===== config.mk =====
export PLATFORM = sky130hd
export DESIGN_NAME = nmr_reconfig_ctrl
export DESIGN_NICKNAME = d
export VERILOG_FILES = /design/src/rtl/nmr_pkg.sv /design/src/rtl/nmr_voter.sv /design/src/rtl/nmr_disagree.sv /design/src/rtl/nmr_switch.sv /design/src/rtl/nmr_reconfig_ctrl.sv
export SDC_FILE = /design/constraint.sdc
export NUM_CORES = 1
export LEC_CHECK = 0
export BUFFER_PORTS_ARGS = -buffer_cell sky130_fd_sc_hd__buf_2
export CORE_MARGIN = 5
export CORE_UTILIZATION = 51
export CTS_BUF_LIST = sky130_fd_sc_hd__clkbuf_8
export DETAILED_ROUTE_END_ITERATION = 7
export PLACE_DENSITY = 0.81
export SYNTH_ARGS = -nofsm -noshare
export SYNTH_HDL_FRONTEND = slang
export SYNTH_SLANG_ARGS = --single-unit
export TNS_END_PERCENT = 100

===== constraint.sdc =====
create_clock -name clk -period 3.9 [get_ports clk]
set_input_delay 0.78 -clock clk [delete_from_list [all_inputs] [get_ports clk]]
set_output_delay 0.78 -clock clk [all_outputs]
set_load 0.01 [all_outputs]

===== src/rtl/nmr_pkg.sv =====
// Package nmr_pkg
// Shared helpers for the redundancy controller. Assumes no configuration
// uses more than MAX_SLOTS voting slots.
package nmr_pkg;
    localparam int unsigned MAX_SLOTS = 32;

    // Number of set bits in a zero-extended slot vector.
    function automatic int unsigned count_set(input logic [MAX_SLOTS-1:0] v);
        int unsigned n;
        n = 0;
        for (int i = 0; i < MAX_SLOTS; i++) begin
            n = n + int'(v[i]);
        end
        return n;
    endfunction
endpackage


===== src/rtl/nmr_voter.sv =====
// Module nmr_voter
// Bitwise majority over N slot words. Uses the two-level AND-OR form for
// N=3 and a population count for any other odd N. Purely combinational.
module nmr_voter
    import nmr_pkg::*;
#(
    parameter int unsigned N = 3,
    parameter int unsigned W = 8
) (
    input  logic [N*W-1:0] slot_words,
    output logic [W-1:0]   voted
);
    for (genvar b = 0; b < W; b++) begin : g_bit
        logic [N-1:0] column;
        // Gather bit b of every slot word.
        for (genvar s = 0; s < N; s++) begin : g_col
            assign column[s] = slot_words[s*W + b];
        end
        if (N == 3) begin : g_tmr
            // Three-input majority gate.
            assign voted[b] = (column[0] & column[1]) | (column[1] & column[2])
                            | (column[0] & column[2]);
        end else begin : g_cnt
            // Majority by counting ones.
            assign voted[b] = (count_set(MAX_SLOTS'(column)) > (N / 2));
        end
    end
endmodule


===== src/rtl/nmr_disagree.sv =====
// Module nmr_disagree
// Compares every active slot word with the voted word. Raises the
// uncorrectable flag when more than (N-1)/2 slots disagree. Combinational.
module nmr_disagree
    import nmr_pkg::*;
#(
    parameter int unsigned N = 3,
    parameter int unsigned W = 8
) (
    input  logic [N*W-1:0] slot_words,
    input  logic [W-1:0]   voted,
    output logic [N-1:0]   disagree,
    output logic           uncorrectable
);
    // One word comparator per slot.
    for (genvar s = 0; s < N; s++) begin : g_cmp
        assign disagree[s] = (slot_words[s*W +: W] != voted);
    end

    // Too many dissenters: the majority itself is suspect.
    assign uncorrectable = (count_set(MAX_SLOTS'(disagree)) > ((N - 1) / 2));
endmodule


===== src/rtl/nmr_switch.sv =====
// Module nmr_switch
// Holds the slot-to-module table, the spare counter, the retired flags and
// the sticky no-spare alarm. Walks the slots from lowest to highest and hands
// each dissenting slot the next spare. Assumes M >= 1 and distinct start
// indices.
module nmr_switch #(
    parameter int unsigned N  = 3,
    parameter int unsigned M  = 2,
    parameter int unsigned IW = 3,
    parameter int unsigned SW = 2
) (
    input  logic              clk,
    input  logic              rst_n,
    input  logic [N-1:0]      disagree,
    input  logic              uncorrectable,
    output logic [N*IW-1:0]   slot_map,
    output logic [SW-1:0]     spares_left,
    output logic [N+M-1:0]    retired,
    output logic              no_spare_alarm
);
    localparam int unsigned T = N + M;

    logic [IW-1:0] map_q [N];
    logic [IW-1:0] map_d [N];
    logic [SW-1:0] used_q, used_d;
    logic [T-1:0]  ret_q, ret_d;
    logic          alarm_q;

    // Next-state selection: replace dissenting slots in order while spares last.
    always_comb begin
        map_d  = map_q;
        used_d = used_q;
        ret_d  = ret_q;
        if (!uncorrectable) begin
            for (int s = 0; s < N; s++) begin
                if (disagree[s] && (used_d < SW'(M))) begin
                    ret_d[map_q[s]] = 1'b1;
                    map_d[s]        = IW'(N) + IW'(used_d);
                    used_d          = used_d + SW'(1);
                end
            end
        end
    end

    // State registers with synchronous active-low reset.
    always_ff @(posedge clk) begin
        if (!rst_n) begin
            for (int s = 0; s < N; s++) begin
                map_q[s] <= IW'(s);
            end
            used_q  <= '0;
            ret_q   <= '0;
            alarm_q <= 1'b0;
        end else begin
            map_q   <= map_d;
            used_q  <= used_d;
            ret_q   <= ret_d;
            alarm_q <= alarm_q | ((|disagree) && (used_q == SW'(M)));
        end
    end

    for (genvar s = 0; s < N; s++) begin : g_out
        assign slot_map[s*IW +: IW] = map_q[s];
    end
    assign spares_left    = SW'(M) - used_q;
    assign retired        = ret_q;
    assign no_spare_alarm = alarm_q;

    AST_SPARE_BALANCE: assert property (@(posedge clk) disable iff (!rst_n)
        ($countones(ret_q) + int'(spares_left)) == int'(M));
    AST_SPARE_MONOTONE: assert property (@(posedge clk) disable iff (!rst_n)
        rst_n |=> (spares_left <= $past(spares_left)));
    AST_RETIRED_STICKY: assert property (@(posedge clk) disable iff (!rst_n)
        rst_n |=> ((ret_q & $past(ret_q)) == $past(ret_q)));
    AST_NO_SWAP_UNCORR: assert property (@(posedge clk) disable iff (!rst_n)
        uncorrectable |=> $stable(slot_map));
    AST_ALARM_STICKY: assert property (@(posedge clk) disable iff (!rst_n)
        alarm_q |=> alarm_q);
    AST_EXHAUSTED_FROZEN: assert property (@(posedge clk) disable iff (!rst_n)
        (spares_left == '0) |=> $stable(slot_map));
endmodule


===== src/rtl/nmr_reconfig_ctrl.sv =====
// Module nmr_reconfig_ctrl
// Top level. Routes the active modules' words into the voting slots, votes,
// detects dissent and reconfigures through the switch. Assumes N odd and
// M >= 1. The replicated modules themselves live outside this block.
module nmr_reconfig_ctrl #(
    parameter int unsigned N_ACT = 3,
    parameter int unsigned N_SPR = 2,
    parameter int unsigned W     = 8
) (
    input  logic                         clk,
    input  logic                         rst_n,
    input  logic [(N_ACT+N_SPR)*W-1:0]   mod_words,
    output logic [W-1:0]                 voted,
    output logic [N_ACT+N_SPR-1:0]       active_mask,
    output logic [$clog2(N_SPR+1)-1:0]   spares_left,
    output logic [N_ACT+N_SPR-1:0]       retired,
    output logic                         no_spare_alarm,
    output logic                         uncorrectable
);
    localparam int unsigned T  = N_ACT + N_SPR;
    localparam int unsigned IW = $clog2(T);
    localparam int unsigned SW = $clog2(N_SPR + 1);

    logic [W-1:0]        mod_arr [T];
    logic [N_ACT*IW-1:0] slot_map;
    logic [N_ACT*W-1:0]  slot_words;
    logic [N_ACT-1:0]    disagree;

    // Unpack the flat module bus.
    for (genvar i = 0; i < T; i++) begin : g_unpack
        assign mod_arr[i] = mod_words[i*W +: W];
    end

    // Slot multiplexers: each voting slot reads the module it is mapped to.
    for (genvar s = 0; s < N_ACT; s++) begin : g_slot
        assign slot_words[s*W +: W] = mod_arr[slot_map[s*IW +: IW]];
    end

    // Decode the slot table into a per-module active mask.
    always_comb begin
        active_mask = '0;
        for (int s = 0; s < N_ACT; s++) begin
            active_mask[slot_map[s*IW +: IW]] = 1'b1;
        end
    end

    nmr_voter #(.N(N_ACT), .W(W)) voter_i (
        .slot_words (slot_words),
        .voted      (voted)
    );

    nmr_disagree #(.N(N_ACT), .W(W)) detect_i (
        .slot_words    (slot_words),
        .voted         (voted),
        .disagree      (disagree),
        .uncorrectable (uncorrectable)
    );

    nmr_switch #(.N(N_ACT), .M(N_SPR), .IW(IW), .SW(SW)) switch_i (
        .clk            (clk),
        .rst_n          (rst_n),
        .disagree       (disagree),
        .uncorrectable  (uncorrectable),
        .slot_map       (slot_map),
        .spares_left    (spares_left),
        .retired        (retired),
        .no_spare_alarm (no_spare_alarm)
    );

    AST_ACTIVE_COUNT: assert property (@(posedge clk) disable iff (!rst_n)
        $countones(active_mask) == int'(N_ACT));
    AST_RETIRED_NOT_ACTIVE: assert property (@(posedge clk) disable iff (!rst_n)
        (retired & active_mask) == '0);
    AST_UNCORR_NO_RETIRE: assert property (@(posedge clk) disable iff (!rst_n)
        uncorrectable |=> $stable(retired));
endmodule


---- Yosys cells after proc, flatten, opt, wreduce, memory -nomap -nowiden ----
Index checks and enable logic that the tools add are counted.
word-level totals
  RAM bits ................................ 0
  register bits after elaboration ......... 17
  bits in latches ......................... 0
  memories kept ........................... 0
  logic and storage cells ................. 118
  memory bits (read-only) ................. 0
  input bits .............................. 42
  output and inout port bits .............. 22
cells by class
  bitwise gates (word level) .............. 50
  add/subtract/negate cells ............... 9
  divide/modulo/power cells ............... 0
  mux-type cells .......................... 25
  eq/ne operators ......................... 4
  reduce and logical (&&, ||, !) cells .... 11
  $mul .................................... 0
  magnitude comparators ................... 13
  shift-type cells ........................ 0
operator list
  cell                                                                                 count
  8-bit binary-select mux with 3-bit select                                            3
  8-bit 2-to-1 mux                                                                     6
  32-bit by 1-bit adder with 32-bit output                                             1
  32-bit by 1-bit greater-than comparator with 1-bit output, second input constant     1
  5-bit 2-to-1 mux                                                                     5
  5-bit bitwise OR                                                                     5
  1-bit bitwise AND                                                                    24
  8-bit != test                                                                        3
  1-bit bitwise OR                                                                     17
  4-bit greater-or-equal comparator, second input constant                             3
  3-bit by 4-bit less-than comparator with 1-bit output, second input constant         3
  3-bit NOT with 4-bit output                                                          3
  2-bit 2-to-1 mux                                                                     5
  2-bit by 2-bit adder with 3-bit output, first input constant                         3
  1-bit demux with 3-bit select                                                        3
  3-bit by 1-bit greater-or-equal comparator with 1-bit output, second input constant  3
  1-bit logical AND                                                                    7
  2-bit by 1-bit adder with 2-bit output, second input constant                        3
  2-bit less-than comparator, second input constant                                    3
  2-bit AND reduction                                                                  3
  1-bit 2-to-1 mux                                                                     3
  3-bit OR reduction                                                                   1
  1-bit by 1-bit adder with 2-bit output                                               1
  2-bit == test, second input constant                                                 1
  other kinds (2)                                                                      2

---- Depth between registers and ports, before layout ----
  depth in word-level cells ............... 19
  mapped depth ............................ 18
  mapped depth without buffers ............ 12

---- Cells and area by module ----
From an unflattened synthesis, not the netlist that was laid out.
second synthesis, totals
  cell total of the unflattened synthesis .. 308
  area total of the unflattened synthesis .. 2,507.4 µm²
by module, submodules not included
  module             instances  cells each  area each (µm²)
  nmr_reconfig_ctrl  1          149         1,173.6
  nmr_switch         1          116         964.7
  nmr_disagree       1          35          279.0
  nmr_voter          1          8           90.1

---- Worst setup path after synthesis ----
No wires, ideal clock.
  path type ............................... input to register
  start ................................... in mod_words[14]
  end ..................................... reg switch_i.ret_q[1], in the netlist switch_i.retired[1]
  slack ................................... -0.200 ns
  data required time ...................... 3.841 ns
  arrival ................................. 4.040 ns
  setup time .............................. 0.059 ns
  cell stages on the path ................. 15
  path through ............................ mux2_2 > a222oi_1 > or3_1 > mux2i_1 > a211o_1 > or4_1 > clkbuf_1 > inv_1 > ha_1 > a21o_1 > buf_6 > or3_1 > buf_6 > o32ai_2 > o31a_1
between the ends
  elaborated cells between the ends (all ways) .. 37
  classes of those cells .................. add/sub (3); order compare (3); eq/ne (3); mux (18); bitwise (7); reduce/logical (3)
RTL lines
  item                                                           line                     source
  start: declaration                                             nmr_reconfig_ctrl.sv:12  input logic [(N_ACT+N_SPR)*W-1:0] mod_words,
  8-bit binary-select mux with 3-bit select                      nmr_reconfig_ctrl.sv:36  assign slot_words[s*W +: W] = mod_arr[slot_map[s*IW +: IW]];
  8-bit 2-to-1 mux (implied by the code) (2 in series)           nmr_reconfig_ctrl.sv:36
  1-bit bitwise AND                                              nmr_voter.sv:21          assign voted[b] = (column[0] & column[1]) | (column[1] & column[2])
  1-bit bitwise OR                                               nmr_voter.sv:21
  1-bit bitwise OR                                               nmr_voter.sv:22          | (column[0] & column[2]);
  8-bit != test                                                  nmr_disagree.sv:17       assign disagree[s] = (slot_words[s*W +: W] != voted);
  1-bit by 1-bit adder with 2-bit output                         nmr_pkg.sv:12            n = n + int'(v[i]);
  32-bit by 1-bit adder with 32-bit output (*)                   nmr_pkg.sv:12
  32-bit by 1-bit greater-than comparator with 1-bit output (*)  nmr_disagree.sv:21       assign uncorrectable = (count_set(MAX_SLOTS'(disagree)) > ((N - 1) / 2));
  named net uncorrectable                                        nmr_reconfig_ctrl.sv:18  output logic uncorrectable
  end signal: assignment                                         nmr_switch.sv:57         ret_q <= ret_d;
  end: declaration                                               nmr_switch.sv:26         logic [T-1:0] ret_q, ret_d;
Mark *: on every way through the listed nets, which the timed path passes. The rest lies on a longest branch. The select of a mux whose other input is x is not followed.
A chain may end at the register's enable or synchronous reset.

---- Final worst setup path ----
  start ................................... in mod_words[5]
  end ..................................... out uncorrectable
between the ends
  cells in the longest elaborated chain, start to end .. 10
  elaborated cells between the ends (all ways) .. 20
  classes of those cells .................. add/sub (2); order compare (1); eq/ne (3); mux (9); bitwise (5)
RTL lines
  item                                                           line
  8-bit binary-select mux with 3-bit select                      nmr_reconfig_ctrl.sv:36
  8-bit 2-to-1 mux (implied by the code) (2 in series)           nmr_reconfig_ctrl.sv:36
  1-bit bitwise AND                                              nmr_voter.sv:21
  1-bit bitwise OR                                               nmr_voter.sv:21
  1-bit bitwise OR                                               nmr_voter.sv:22
  8-bit != test                                                  nmr_disagree.sv:17
  1-bit by 1-bit adder with 2-bit output                         nmr_pkg.sv:12
  32-bit by 1-bit adder with 32-bit output (*)                   nmr_pkg.sv:12
  32-bit by 1-bit greater-than comparator with 1-bit output (*)  nmr_disagree.sv:21
  end: declaration                                               nmr_reconfig_ctrl.sv:18
Mark *: on every way between the ends. The rest lies on a longest branch, timed or not. The select of a mux whose other input is x is not followed.

==> impl_metrics.env <==
export IMPL_dpl_instance_area_um2=3520
export IMPL_crit_end="uncorrectable"
export IMPL_fin_crit_sh_pct=102
export IMPL_stdcell_area_um2=3700
export IMPL_grt_max_degree=19
export IMPL_initial_core_util_pct=53.2
export IMPL_synth_warnings=0
export IMPL_slew_violations=0
export IMPL_r2r_cells=14
export IMPL_clkSlewWorstSetupHoldPaths_ns=0.08
export IMPL_n_antenna_cell=0
export IMPL_dpl_cell_count=530
export IMPL_r2r_slack_ns=0.10
export IMPL_pin_count=64
export IMPL_drcViolationCount=0
export IMPL_drt_initial_drc_count=361
export IMPL_cp_end_kind="output pin"
export IMPL_power_switching_mw=1.62
export IMPL_combPwrFrac_pct=87.1
export IMPL_status="finished with violations"
export IMPL_postSynthAreaPerCell_um2=7.65
export IMPL_drv_cap=0
export IMPL_cts_buffers_inserted=3
export IMPL_synthArstFlopShare_pct=0
export IMPL_drive_gt1_share_pct=39.2
export IMPL_fin_skew_ns=0.00294
export IMPL_rsz0062_at_grt="true"
export IMPL_critPathArrivalTime_ns=3.20
export IMPL_clk_latency_ns=0.26
export IMPL_instances_no_fill=539
export IMPL_wl_mm=10.6
export IMPL_fp_dieW_um=83.5
export IMPL_timing_hold_violations_final=0
export IMPL_p_int_mw=1.64
export IMPL_violations="negative setup slack"
export IMPL_synthesis_nets=406
export IMPL_path_max_fanout=3
export IMPL_cts_sinks=17
export IMPL_netlist_top_cells_count="nor2_1 (29), mux2i_1 (27), nand2_1 (21), a21oi_1 (19), nand3b_1 (19)"
export IMPL_synth_edf_count=0
export IMPL_htree_levels=1
export IMPL_relSlewSlack_pct=62.5
export IMPL_io_buffers=63
export IMPL_cts_root_buf="clkbuf_8"
export IMPL_final_setup_worst_slack_ns=-0.0820
export IMPL_yosysUniqueCellTypes=67
export IMPL_synth_cells=360
export IMPL_synth_flop_cell="dfxtp_1"
export IMPL_vias_per_cell=6.58
export IMPL_netSwitchingFraction_pct=49.6
export IMPL_synth_top_area_share_pct=12.4
export IMPL_holdWs_ns=0.479
export IMPL_cts_tree="yes"
export IMPL_reg2reg_from="switch_i.slot_map[4]$_SDFFE_PN0P_"
export IMPL_cp_startpoint="mod_words[5]"
export IMPL_ys_seq_area_share_pct=12.4
export IMPL_cp_required_ns=3.12
export IMPL_syn2layout_area_growth_pct=34.5
export IMPL_setup_worst_path_class="primary input to output pin"
export IMPL_p_leak_nw=1.65
export IMPL_p_clk_share_pct=4.4
export IMPL_grt_pass1_vias=3463
export IMPL_core_region_area_um2=5170
export IMPL_setup_viol=1
export IMPL_drt_pass1_iterations=5
export IMPL_vias=3545
export IMPL_die_y_um=83.5
export IMPL_grt_overflow_total=0
export IMPL_dp_hpwl_mm=8.19
export IMPL_antenna_found_initial=0
export IMPL_period_minus_slack_ns=3.98
export IMPL_gp_congestion=1.00
export IMPL_peakVddDrop_mv=0.597
export IMPL_yosys_area_top_type="dfxtp_1"
export IMPL_synth_seq_cells=17
export IMPL_nNetsFinal=516
export IMPL_power_density_nw_per_um2=880
export IMPL_n_fill_cell=418
export IMPL_clockBufferDepth=2
export IMPL_startpoint_type="primary input"
export IMPL_final_core_util_pct=71.6
export IMPL_grt_pass1_wl_mm=16.6
export IMPL_seq_power_share_pct=8.5
export IMPL_synthTopCellsByArea="dfxtp_1 (12%), mux2i_1 (9.8%), mux2_2 (7.0%)"
export IMPL_hp_class="flip-flop to flip-flop"
export IMPL_fmax_mhz=251
export IMPL_synth_most_common_cell="nor2_1"
export IMPL_grt_total_usage_pct=28.6
export IMPL_worstMarginPinSlew_ns=0.562
export IMPL_ant_nets=0
export IMPL_r2r_end="switch_i.slot_map[7]$_SDFFE_PN1P_"
export IMPL_die_area_um2=6970
export IMPL_synth_area_um2=2750
export IMPL_rows=26
export IMPL_setup_tns_final_ns=-0.0820
export IMPL_wire_per_inst_um=19.7
[critical path, stage by stage]
cell      delay (ns)
buf_6           0.09
mux2_4          0.26
a222oi_1        0.37
a21o_1          0.15
mux2i_1         0.09
a221o_1         0.33
or4_4           0.57
inv_4           0.08
ha_4            0.18
a21o_1          0.18
buf_6           0.12
[worst min-delay path by stage]
| stage | start | to | slack [ns] | cells after the start |
|---|---|---|---|---|
| 2_1_floorplan | switch_i.no_spare_alarm$_SDFF_PN0_ | switch_i.no_spare_alarm$_SDFF_PN0_ | 0.50 | 2 |
| 3_3_place_gp | switch_i.no_spare_alarm$_SDFF_PN0_ | switch_i.no_spare_alarm$_SDFF_PN0_ | 0.45 | 2 |
| 3_5_place_dp | switch_i.no_spare_alarm$_SDFF_PN0_ | switch_i.no_spare_alarm$_SDFF_PN0_ | 0.46 | 2 |
| 4_1_cts | switch_i.no_spare_alarm$_SDFF_PN0_ | switch_i.no_spare_alarm$_SDFF_PN0_ | 0.48 | 2 |
| 5_1_grt | switch_i.no_spare_alarm$_SDFF_PN0_ | switch_i.no_spare_alarm$_SDFF_PN0_ | 0.52 | 2 |
| 6_report | switch_i.retired[4]$_SDFFE_PN0N_ | switch_i.retired[4]$_SDFFE_PN0N_ | 0.48 | 1 |
[cells in the final DEF, fill, tap and decap left out, types with 4 or more instances in the layout]
master	n
or2_2	4
nor2b_1	10
o211ai_1	6
nor2_1	28
nand3b_1	19
buf_6	6
nor3b_1	4
a21oi_1	18
buf_4	68
a32o_1	4
inv_1	12
o21ai_0	16
a21o_1	10
nand3_1	7
dfxtp_1	15
a32oi_1	4
mux2_4	4
mux2i_1	27
mux2_2	16
a211o_1	4
buf_2	58
a211oi_1	5
o221ai_1	4
nand2b_1	4
nor3_1	8
o31a_1	4
nand2_1	21
[sequential cells by signal, indices dropped and copies added, names as in the netlist]
signal and flops:
switch_i.slot_map 9, switch_i.retired 5, switch_i.used_q 2, switch_i.no_spare_alarm 1
[metrics by stage]
step           setup WS [ns]  total power, mW
6_report             -0.0820             3.26
5_1_grt               -0.141             3.46
4_1_cts               -0.102             3.11
3_5_place_dp          -0.256             2.88
3_3_place_gp          -0.251             2.82
2_1_floorplan         -0.146             1.98
[per-layer routing]
metal	share of wire (%)	global-route usage (%)	routed length [um]	up-vias
li1	-	-	-	1602
met1	39	35.6	4160	1642
met2	47	49.3	4970	266
met3	10	4.05	1110	35
met4	3.3	11.8	354	0
met5	0	0	0	-
[cell families (layout without fill, tap and decap cells)]
kind of cell | Yosys count | in the layout | share of synthesized area [%]
AOI/OAI and AO/OA | 119 | 119 | 32.4
xor gates and xnor gates | 3 | 3 | 0.954
adders and majority gates | 5 | 5 | 2.18
buffers and inverters | 43 | 152 | 8.54
DFF | 17 | 17 | 12.4
muxes | 47 | 47 | 18.4
and+or+nand+nor | 126 | 126 | 25.1
[repair_timing]
item                                   CTS  global route
pin swaps                                5             4
gates resized for setup                  6            15
setup buffers                            4             1
endpoints found under the hold margin    0             0
setup endpoints to repair                9            14
hold buffers                             0             0
[cell type report]
| cell class | count | area (um2) | share of cell area (%) |
|---|---|---|---|
| Clock buffer | 3 | 41.3 | 1.11 |
| Inverter | 13 | 51.3 | 1.39 |
| Multi-Input combinational cell | 300 | 2240 | 60.6 |
| Sequential cell | 17 | 343 | 9.26 |
| Tap cell | 70 | 87.6 | 2.36 |
| Timing Repair Buffer | 135 | 928 | 25.1 |
| Clock inverter | 1 | 7.51 | 0.203 |
[power groups by stage]
stage	combinational (mW)	clock (mW)	sequential (mW)
after floorplan	1.73	0	0.249
final	2.84	0.143	0.277
after global routing	3.04	0.148	0.279
after CTS	2.70	0.142	0.270
after detailed placement	2.61	0	0.274
after global placement	2.55	0	0.273
Note: power is estimated with default switching activity, not from simulation.
